### config.mk
export PLATFORM = sky130hd
export DESIGN_NAME = a20rst_port
export DESIGN_NICKNAME = d
export VERILOG_FILES = /design/src/rtl/a20rst_pkg.sv /design/src/rtl/a20rst_regs.sv /design/src/rtl/a20rst_seq.sv /design/src/rtl/a20rst_combine.sv /design/src/rtl/a20rst_port.sv
export SDC_FILE = /design/constraint.sdc
export NUM_CORES = 1
export LEC_CHECK = 0
export ABC_AREA = 1
export CAP_MARGIN = 30
export CORE_AREA = 2 2 47 49
export CTS_CLUSTER_DIAMETER = 60
export DETAILED_ROUTE_END_ITERATION = 10
export DIE_AREA = 0 0 49 51
export PLACE_DENSITY = 0.82
export SYNTH_ARGS = -nofsm -noshare
export SYNTH_HDL_FRONTEND = slang
export SYNTH_SLANG_ARGS = --single-unit
### constraint.sdc
create_clock -name clk -period 2.4 [get_ports clk]
set_input_delay 0.48 -clock clk [delete_from_list [all_inputs] [get_ports clk]]
set_output_delay 0.48 -clock clk [all_outputs]
set_load 0.03 [all_outputs]
### src/rtl/a20rst_pkg.sv
`timescale 1ns/1ps
package a20rst_pkg;

  typedef enum logic [1:0] {
    SEQ_IDLE  = 2'd0,
    SEQ_DELAY = 2'd1,
    SEQ_PULSE = 2'd2
  } seq_state_e;

  // Fixed pattern of the reserved read-back bits 7:2
  localparam logic [5:0] RSVD_RD = 6'b001001;

  // Round a duration up to whole clock cycles, never below one
  function automatic int unsigned ns_to_cycles(longint unsigned hz, longint unsigned ns);
    longint unsigned prod;
    longint unsigned cyc;
    prod = hz * ns;
    cyc  = (prod + 64'd999_999_999) / 64'd1_000_000_000;
    if (cyc == 0) cyc = 1;
    return int'(cyc);
  endfunction

endpackage

### src/rtl/a20rst_regs.sv
`timescale 1ns/1ps
module a20rst_regs #(
  parameter int unsigned ADDR_W = 16,
  parameter logic [ADDR_W-1:0] PORT_ADDR = 'h92
) (
  input  logic              clk,
  input  logic              rst_n,
  input  logic [ADDR_W-1:0] io_addr,
  input  logic [7:0]        io_wdata,
  input  logic              io_wr,
  input  logic              io_rd,
  input  logic              port_en,
  output logic              a20_q,
  output logic              arm_q,
  output logic              arm_start,
  output logic [7:0]        io_rdata
);
  import a20rst_pkg::*;

  logic hit;
  logic wr_hit;
  logic unused_rsvd;

  assign hit         = port_en && (io_addr == PORT_ADDR);
  assign wr_hit      = hit && io_wr;
  assign unused_rsvd = ^io_wdata[7:2];

  // A new sequence is requested only on a 0 -> 1 transition of the reset bit
  assign arm_start = wr_hit && io_wdata[0] && !arm_q;

  always_ff @(posedge clk or negedge rst_n) begin
    if (!rst_n) begin
      a20_q <= 1'b0;
      arm_q <= 1'b0;
    end else if (wr_hit) begin
      a20_q <= io_wdata[1];
      arm_q <= io_wdata[0];
    end
  end

  always_comb begin
    io_rdata = 8'h00;
    if (hit && io_rd) io_rdata = {RSVD_RD, a20_q, arm_q};
  end

endmodule

### src/rtl/a20rst_seq.sv
`timescale 1ns/1ps
module a20rst_seq #(
  parameter int unsigned DELAY_CYC = 14,
  parameter int unsigned PULSE_CYC = 6
) (
  input  logic clk,
  input  logic rst_n,
  input  logic start,
  output logic alt_rst_n
);
  import a20rst_pkg::*;

  localparam int unsigned MAX_CYC = (DELAY_CYC > PULSE_CYC) ? DELAY_CYC : PULSE_CYC;
  localparam int unsigned CNT_W   = $clog2(MAX_CYC) + 1;
  typedef logic [CNT_W-1:0] cnt_t;

  seq_state_e state_q;
  cnt_t       cnt_q;

  // Once started, the sequence ignores the register bit until it returns to idle
  always_ff @(posedge clk or negedge rst_n) begin
    if (!rst_n) begin
      state_q <= SEQ_IDLE;
      cnt_q   <= '0;
    end else begin
      unique case (state_q)
        SEQ_IDLE: if (start) begin
          state_q <= SEQ_DELAY;
          cnt_q   <= cnt_t'(DELAY_CYC - 1);
        end
        SEQ_DELAY: if (cnt_q == '0) begin
          state_q <= SEQ_PULSE;
          cnt_q   <= cnt_t'(PULSE_CYC - 1);
        end else begin
          cnt_q <= cnt_q - 1'b1;
        end
        SEQ_PULSE: if (cnt_q == '0) begin
          state_q <= SEQ_IDLE;
        end else begin
          cnt_q <= cnt_q - 1'b1;
        end
        default: state_q <= SEQ_IDLE;
      endcase
    end
  end

  assign alt_rst_n = (state_q != SEQ_PULSE);

endmodule

### src/rtl/a20rst_combine.sv
`timescale 1ns/1ps
module a20rst_combine (
  input  logic kbc_a20,
  input  logic a20_alt,
  input  logic kbc_rst_n,
  input  logic alt_rst_n,
  input  logic rst_pol,
  output logic a20_mask,
  output logic sys_rst_out
);
  logic both_n;

  assign a20_mask    = kbc_a20 | a20_alt;
  assign both_n      = alt_rst_n & kbc_rst_n;
  assign sys_rst_out = rst_pol ? ~both_n : both_n;

endmodule

### src/rtl/a20rst_port.sv
`timescale 1ns/1ps
module a20rst_port #(
  parameter int unsigned    ADDR_W    = 16,
  parameter logic [15:0]    PORT_ADDR = 16'h0092,
  parameter longint unsigned CLK_HZ   = 1_000_000,
  parameter longint unsigned DELAY_NS = 14_000,
  parameter longint unsigned PULSE_NS = 6_000
) (
  input  logic              clk,
  input  logic              rst_n,
  input  logic [ADDR_W-1:0] io_addr,
  input  logic [7:0]        io_wdata,
  input  logic              io_wr,
  input  logic              io_rd,
  output logic [7:0]        io_rdata,
  input  logic              port_en,
  input  logic              kbc_a20,
  input  logic              kbc_rst_n,
  input  logic              rst_pol,
  output logic              a20_alt,
  output logic              a20_mask,
  output logic              alt_rst_n,
  output logic              sys_rst_out
);
  import a20rst_pkg::*;

  localparam int unsigned DELAY_CYC = ns_to_cycles(CLK_HZ, DELAY_NS);
  localparam int unsigned PULSE_CYC = ns_to_cycles(CLK_HZ, PULSE_NS);

  logic arm_q;
  logic arm_start;
  logic unused_arm;

  assign unused_arm = arm_q;

  a20rst_regs #(
    .ADDR_W   (ADDR_W),
    .PORT_ADDR(ADDR_W'(PORT_ADDR))
  ) u_regs (
    .clk      (clk),
    .rst_n    (rst_n),
    .io_addr  (io_addr),
    .io_wdata (io_wdata),
    .io_wr    (io_wr),
    .io_rd    (io_rd),
    .port_en  (port_en),
    .a20_q    (a20_alt),
    .arm_q    (arm_q),
    .arm_start(arm_start),
    .io_rdata (io_rdata)
  );

  a20rst_seq #(
    .DELAY_CYC(DELAY_CYC),
    .PULSE_CYC(PULSE_CYC)
  ) u_seq (
    .clk      (clk),
    .rst_n    (rst_n),
    .start    (arm_start),
    .alt_rst_n(alt_rst_n)
  );

  a20rst_combine u_comb (
    .kbc_a20    (kbc_a20),
    .a20_alt    (a20_alt),
    .kbc_rst_n  (kbc_rst_n),
    .alt_rst_n  (alt_rst_n),
    .rst_pol    (rst_pol),
    .a20_mask   (a20_mask),
    .sys_rst_out(sys_rst_out)
  );

endmodule

==> run summary, run 1 <==
In this run the most critical hold path is launched from u_seq.cnt_q[1]$_DFFE_PN0P_. Among all flip-flop cells after synthesis, the most frequent one is sky130_fd_sc_hd__dfrtp_1. On the final layout, the worst clock skew is 0.00591 ns.

The total length of routed wires came out at 1840 µm. The tool flagged a number of max-cap violations equal to 0. The synthesized design devotes to its leading area cell type 29.2% of total area. The detailed router finished its first iteration with 12 violations.

The post-CTS setup buffer count came out at 0. The count of flip-flops with a built-in enable after synthesis is 0. The synthesis-to-layout area growth came out at 46.8%. The post-synthesis average cell area came out at 7.02 µm². The average routed wire per standard cell is 10.6 µm. The final standard cell utilization of the core is 54.9%. The die is 51 µm tall. The global routing usage summed across all routing layers is 16.9%.

The count of hold-fix buffers inserted at cts came out at 0. The count of standard-cell rows is 17. The repair_antennas step left the layout with diodes totalling 0. The filler cell count in the final layout is 199.

The TritonCTS buffer count came out at 3. The level count of the clock H-tree came out at 1. The required time reported for the critical path endpoint came out at 1.92 ns. The post-CTS clock slew at the launch and capture registers of the worst setup and hold paths is 0.07 ns.

The root buffer cell is sky130_fd_sc_hd__clkbuf_4. The path class of the tightest hold or removal check is reg2reg. sky130_fd_sc_hd__dfrtp_1 takes more of the synthesized area than any other cell. TritonCTS built the clock tree. The number of gates given a new drive strength after cts came out at 1.

The count of final setup violators came out at 0. The total negative slack for setup checks is 0 ns. The number of nets with antenna violations after routing is 0. Derived from the worst setup path, the maximum achievable clock frequency is 442 MHz. The flow ran to the end, and the final reports show no timing, DRC or antenna violations. The terminus of the critical flop-to-flop path is u_seq.cnt_q[3]$_DFFE_PN0P_.

In the synthesized netlist the async set-or-reset flop fraction comes to 100%. The clock insertion delay at the later pin of the skew report is 0.28 ns. The number of library cell types mapped by synthesis is 25. In the synthesized netlist, the number of instances is 110.

The via count of the first global-routing pass is 796. The number of cells on the worst reg-to-reg path is 9. The net total in the final layout is 183. The type of the worst setup path is reg2out. The detail-routed via count per cell is 4.68.

Walking the worst path, the cells encountered are inv_1 -> ha_1 -> inv_1 -> clkdlybuf4s50_1. The number of antenna violations at the first check in global routing came to 0. The routability congestion estimate from global placement came out at 0.901. The maximum buffer depth of the clock tree came out at 2. The element type at the critical path end is a primary output. The sequential share of the synthesized area came out at 29.2%. The total power divided by cell area is 912 nW/µm². The total I/O pin count came out at 44. The slack of the worst reg-to-reg path came out at 0.81 ns.

The number of buffer cells added on primary ports is 33. The final-report max-slew violation count came out at 0. The number of optimization iterations in the first detailed-route pass came out at 4.

The area of the die is 2500 µm². The via total after detailed routing came out at 814. The peak supply drop came out at 0.539 mV. The mapped cell area came out at 772 µm². Dividing the final minimum period by the clock period gives 94.2%. STA puts the critical path data arrival time at 1.78 ns. Setup repair after global routing left no endpoint under its margin. The fraction of final layout cells with drive strength greater than 1 came out at 13.7%. The number of cells on the worst hold path is 2. The analysis attributes to cell leakage a power of 0.566 nW. The number of sinks on the clock net came out at 9. The die extent in x came out at 49 µm.

The initial utilization of the core area, before any placement, comes to 37.4%. The largest incremental delay on the critical path came out at 0.69 ns. The half-perimeter wire length of the detailed placement result came out at 1520 µm. In this run the critical register-to-register path is launched from u_seq.cnt_q[0]$_DFFE_PN0P_. Yosys attributes the largest share of cell area to sky130_fd_sc_hd__dfrtp_1, sky130_fd_sc_hd__nand2_1, sky130_fd_sc_hd__inv_1. The area of the core came out at 2060 µm². The first global-routing pass estimated 3160 µm of wire. The clock period minus worst slack came out at 2.26 ns. The slowest stage of the critical path belongs to the cell sky130_fd_sc_hd__clkdlybuf4s50_1. The endpoint of the worst hold path is u_seq.cnt_q[1]$_DFFE_PN0P_.

The startpoint type of the worst setup path is a register. The most frequent cell on the critical path is sky130_fd_sc_hd__inv_1. The largest fanout on the critical path is 3.

The number of synthesis warnings is 0. The hold violation total from the final report was 0. The number of synthesized register bits is 9.

The pin count of the biggest net entering global routing came out at 10. The remaining design rule violation count is 0. The remaining global-route overflow is 0.
[cell type report]
type | count | area (µm²) | share of cell area, %
Clock buffer | 4 | 26.3 | 2.32
Inverter | 23 | 86.3 | 7.62
Sequential cell | 9 | 225 | 19.9
Timing Repair Buffer | 34 | 327 | 28.8
Multi-Input combinational cell | 76 | 434 | 38.3
Tap cell | 28 | 35.0 | 3.09
[report_power, final]
part / switching, W / leakage (nW) / internal [W]
clock: 0.0000650 / 0.0150 / 0.0000647
sequential: 0.0000445 / 0.116 / 0.000210
combinational: 0.000398 / 0.435 / 0.000252
total: 0.000508 / 0.566 / 0.000527
[through the flow]
stage / instances / total power, W / hold slack (ns) / cell area, µm² / setup WS [ns]
after global placement: 170 / 0.000867 / 0.457 / 1110 / 0.112
after CTS: 174 / 0.00103 / 0.482 / 1130 / 0.153
after detailed placement: 170 / 0.000904 / 0.467 / 1110 / 0.0958
after global routing: 174 / 0.00112 / 0.512 / 1130 / 0.0650
final: 174 / 0.00103 / 0.479 / 1130 / 0.140
after floorplan: 113 / 0.000733 / 0.184 / 783 / 0.427
[layout by cell type, fill, tap and decap left out, types with 2 or more instances in the layout]
cell                              synthesis  routed
sky130_fd_sc_hd__buf_4                    5       5
sky130_fd_sc_hd__clkbuf_4                 0       3
sky130_fd_sc_hd__clkdlybuf4s50_1          0      28
sky130_fd_sc_hd__conb_1                   1       4
sky130_fd_sc_hd__dfrtp_1                  9       9
sky130_fd_sc_hd__ha_1                     4       4
sky130_fd_sc_hd__inv_1                   22      22
sky130_fd_sc_hd__nand2_1                 29      29
sky130_fd_sc_hd__nand2_4                  2       2
sky130_fd_sc_hd__nand3_1                 11      11
sky130_fd_sc_hd__nor2_1                   6       6
sky130_fd_sc_hd__nor2_2                   3       3
sky130_fd_sc_hd__nor3_1                   2       2
sky130_fd_sc_hd__xnor2_1                  2       2
sky130_fd_sc_hd__xor2_1                   2       2
[how the worst max path moves through the flow]
stage                                             from     endpoint  slack [ns]  depth (start not counted)
after floorplan           u_seq.state_q[0]$_DFFE_PN0P_  sys_rst_out        0.43                          5
after global placement                       kbc_rst_n  sys_rst_out        0.11                          4
after detailed placement                     kbc_rst_n  sys_rst_out         0.1                          4
after CTS                 u_seq.state_q[0]$_DFFE_PN0P_    alt_rst_n        0.15                          4
after global routing      u_seq.state_q[0]$_DFFE_PN0P_    alt_rst_n        0.07                          4
final                     u_seq.state_q[0]$_DFFE_PN0P_    alt_rst_n        0.14                          4
[worst max-delay path, delay by kind of cell (launching register included)]
kind       cells  cell delay (ns)
fa+ha+maj      1             0.23
buf+inv        3             0.89
flops          1             0.38
[cells in the mapped netlist, types with 2 or more instances]
cell type and number:
sky130_fd_sc_hd__nand3_1 11, sky130_fd_sc_hd__buf_4 5, sky130_fd_sc_hd__nand2_4 2, sky130_fd_sc_hd__ha_1 4, sky130_fd_sc_hd__nor2_1 6, sky130_fd_sc_hd__nor3_1 2
sky130_fd_sc_hd__nand2_1 29, sky130_fd_sc_hd__xor2_1 2, sky130_fd_sc_hd__dfrtp_1 9, sky130_fd_sc_hd__xnor2_1 2, sky130_fd_sc_hd__nor2_2 3, sky130_fd_sc_hd__inv_1 22
[cells by family after synthesis]
| kind of cell | after synthesis | synth area share, % |
|---|---|---|
| AOI/OAI and AO/OA | 5 | 3.73 |
| xor gates and xnor gates | 4 | 4.54 |
| adders and majority gates | 4 | 6.48 |
| buffers and inverters | 28 | 16.0 |
| DFF | 9 | 29.2 |
| other | 1 | 0.486 |
| and+or+nand+nor | 59 | 39.5 |
[routing by layer]
layer  share of wire, %  GRT usage (%)  wire length [µm]
met5                  0              0                 0
met4                3.3           11.4                61
met3                 11           6.73               204
met2                 46           31.3               857
met1                 39           15.2               720
[registers in the layout (all words and copies together), names as in the netlist]
register and cells:
u_regs.a20_q 1, u_seq.cnt_q 5, u_seq.state_q 2, u_regs.arm_q 1
(Power assumes the default switching activity.)
==> run 2, diff against run 1 <==
Settings changed: CORE_AREA 2 2 47 49 to 2 2 44 57, DIE_AREA 0 0 49 51 to 0 0 46 59, DONT_BUFFER_PORTS from default to 1, PLACE_DENSITY 0.82 to default.
==> run summary, run 2 (synthesis gave the netlist of run 1 again) <==
From synthesis to final layout, the design area changed by 7.62%. The detail-routed via count per cell was 4.96 (+5.9%). The first-pass GRT wire length came out at 2310 µm (-27%). The worst clock skew is 0.00514 ns (-0.000762 ns). The peak supply drop came out at 0.566 mV (+4.9%). The number of antenna cells inserted is 0 (unchanged). The sequential fraction of design power came out at 26.4% (+1.8 points). The number of buffer cells added on primary ports was 0 (-100%). The worst setup path is launched from a register. The power share of the combinational group was 60.9% (-2.0 points).

The pin count of the biggest net entering global routing came out at 10 (unchanged). The iteration-0 DRC count of the detailed router came out at 4 (-8). The level count of the clock H-tree came out at 1 (unchanged). The maximum buffer depth of the clock tree came to 2 (unchanged). The required time reported for the critical path endpoint is 1.92 ns (about the same). The TritonCTS buffer count was 3 (unchanged).

Among all stages on the critical path, the largest delay is contributed by sky130_fd_sc_hd__dfrtp_1. The count of maximum capacitance violations came out at 0 (unchanged). The count of final setup violators was 0 (unchanged).

The maximum clock frequency came to 470 MHz (+6.3%). The clock network fraction of total power is 12.7% (+0.2 points). The post-CTS clock slew at the launch and capture registers of the worst setup and hold paths came out at 0.06 ns (about the same). The instance area at placement is 795 µm² (-28%). The worst path arrival time is 1.65 ns (-0.13 ns). The clock insertion delay at the later pin of the skew report is 0.27 ns (about the same).

The routability congestion estimate from global placement is 0.849 (-5.8%). The flow ran to the end, and the final reports show no timing, DRC or antenna violations. STA classifies the critical path endpoint as a primary output. u_seq.cnt_q holds more flip-flops than any other register. The fraction of final layout cells with drive strength greater than 1 is 15.5% (+1.8 points). The half-perimeter wire length of the detailed placement result is 1240 µm (-18%).

The number of antenna violations at the first check in global routing is 0 (unchanged). The library cell used most frequently in the layout, excluding fill and tap cells, is sky130_fd_sc_hd__nand2_1. The count of standard-cell rows is 19 (+2). The global routing usage summed across all routing layers came out at 12.0% (-5.0 points). The sum of routed wire segments on met1 came out at 568 µm (-21%). The hold violation total from the final report is 0 (unchanged). The number of optimization iterations in the first detailed-route pass came out at 4 (unchanged). The largest incremental delay on the critical path was 0.38 ns (-0.31 ns).

The internal cell power was 0.000482 W (-8.4%). The total I/O pin count was 44 (unchanged). The largest registers in the layout are u_seq.cnt_q x5, u_seq.state_q x2. The clock period minus worst slack came out at 2.13 ns (-0.133 ns). The remaining global-route overflow is 0 (unchanged). The via total after detailed routing is 679 (-17%).

The worst hold path belongs to the class in2reg. TritonCTS built the clock tree. The final-report max-slew violation count came out at 0 (unchanged). The die extent in x came out at 46 µm (-6.1%). The worst slew slack as a fraction of its limit is 65.9%.

The initial core utilization is 36.1% (-1.3 points). The number of nets with antenna violations after routing came out at 0 (unchanged). The tree is rooted in a sky130_fd_sc_hd__clkbuf_4.

The remaining design rule violation count came to 0 (unchanged). The library cells used most frequently in the layout, excluding fill and tap cells, are sky130_fd_sc_hd__nand2_1, sky130_fd_sc_hd__inv_1, sky130_fd_sc_hd__nand3_1. The critical path is of the reg2out type. The final instance area came out at 831 µm² (-27%). The total length of routed met2 wires is 743 µm (-13%). The total negative slack for setup checks is 0 ns (unchanged). The net switching share of the total power is 49.7% (+0.65 points). The total length of routed wires is 1480 µm (-20%). The average routed wire per standard cell came to 10.8 µm (+2.1%). The height of the chip came out at 59 µm (+16%). The fraction of the cycle the final worst path needs came out at 88.6% (-5.5 points). The reported leakage power came out at 0.444 nW (-22%). The via count of the first global-routing pass was 609 (-23%).

The area of the die is 2710 µm² (+8.6%). The number of sinks on the clock net is 9 (unchanged). The switching power of the nets is 0.000477 W (-6.0%). The most numerous cell type found on the critical path is sky130_fd_sc_hd__inv_1. The critical path goes through inv_1 -> ha_1 -> inv_1 -> nand2_1 -> xnor2_1 -> buf_4. Routed signal wires occupy layers up through met4. The flip-flop count of the largest register after layout came to 5 (unchanged).

The area of the core came to 2140 µm² (+3.7%). Setup repair after global routing left no endpoint under its margin. The amount of wire on met3 after detailed routing was 124 µm (-39%).

The total power divided by cell area came out at 1160 nW/µm² (+27%). The largest fanout on the critical path is 3 (unchanged). The worst-margin pin slew is 0.510 ns.

The net total in the final layout is 153 (-16%). The post-CTS setup buffer count is 0 (unchanged).
[run 2: final cells by class]
type                            instances  area (µm²)
Multi-Input combinational cell         76         434
Clock buffer                            4        26.3
Sequential cell                         9         225
Tap cell                               21        26.3
Inverter                               23        86.3
Fill cell                             246        1310
Timing Repair Buffer                    4        32.5
[run 2: worst paths after layout]
| check | start | to | slack (ns) | cells after the start |
|---|---|---|---|---|
| min in group asynchronous | rst_n | u_seq.cnt_q[3]$_DFFE_PN0P_ | 0.58 | 1 |
| worst min-delay path | io_wdata[1] | u_regs.a20_q$_DFFE_PN0P_ | 0.36 | 2 |
| worst max-delay path | u_seq.state_q[0]$_DFFE_PN0P_ | sys_rst_out | 0.27 | 6 |
| worst max register to register | u_seq.cnt_q[0]$_DFFE_PN0P_ | u_seq.cnt_q[3]$_DFFE_PN0P_ | 0.79 | 9 |
| worst min register to register | u_seq.cnt_q[4]$_DFFE_PN0P_ | u_seq.cnt_q[4]$_DFFE_PN0P_ | 0.47 | 2 |
| max in group asynchronous | rst_n | u_regs.arm_q$_DFFE_PN0P_ | 1.52 | 1 |
[run 2: worst max-delay path: cells and delay by family, from the launching register on]
family	cells	cell delay, ns
flip-flops	1	0.38
adder cells (fa/ha/maj)	1	0.23
XOR/XNOR	1	0.14
buffers and inverters	3	0.51
AND/OR/NAND/NOR	1	0.11
[run 2: power groups by stage]
stage               logic (W)  clock network (W)  registers (W)
floorplan            0.000488                  0       0.000246
global placement     0.000561                  0       0.000253
detailed placement   0.000585                  0       0.000254
CTS                  0.000590           0.000126       0.000252
global route         0.000669           0.000133       0.000262
finish               0.000584           0.000122       0.000254
[run 2: metrics by stage]
step	worst slack (ns)	util [%]	instances	total power (W)	hold slack [ns]
4_1_cts	0.264	38.8	137	0.000968	0.363
6_report	0.273	38.8	137	0.000960	0.363
5_1_grt	0.161	38.8	137	0.00106	0.361
3_3_place_gp	0.489	37.1	132	0.000814	0.185
2_1_floorplan	0.427	-	113	0.000733	0.184
3_5_place_dp	0.448	37.1	132	0.000839	0.185
[run 2: timing repair]
action,in CTS,in global routing
resized for setup,0,0
endpoints found under the hold margin,9,0
hold buffers,1,0
[run 2: metal layers]
layer	global-route usage, %	vias to the layer above
met5	0	-
met4	7.76	0
met3	3.35	7
met2	21.0	33
met1	11.6	302
li1	-	337
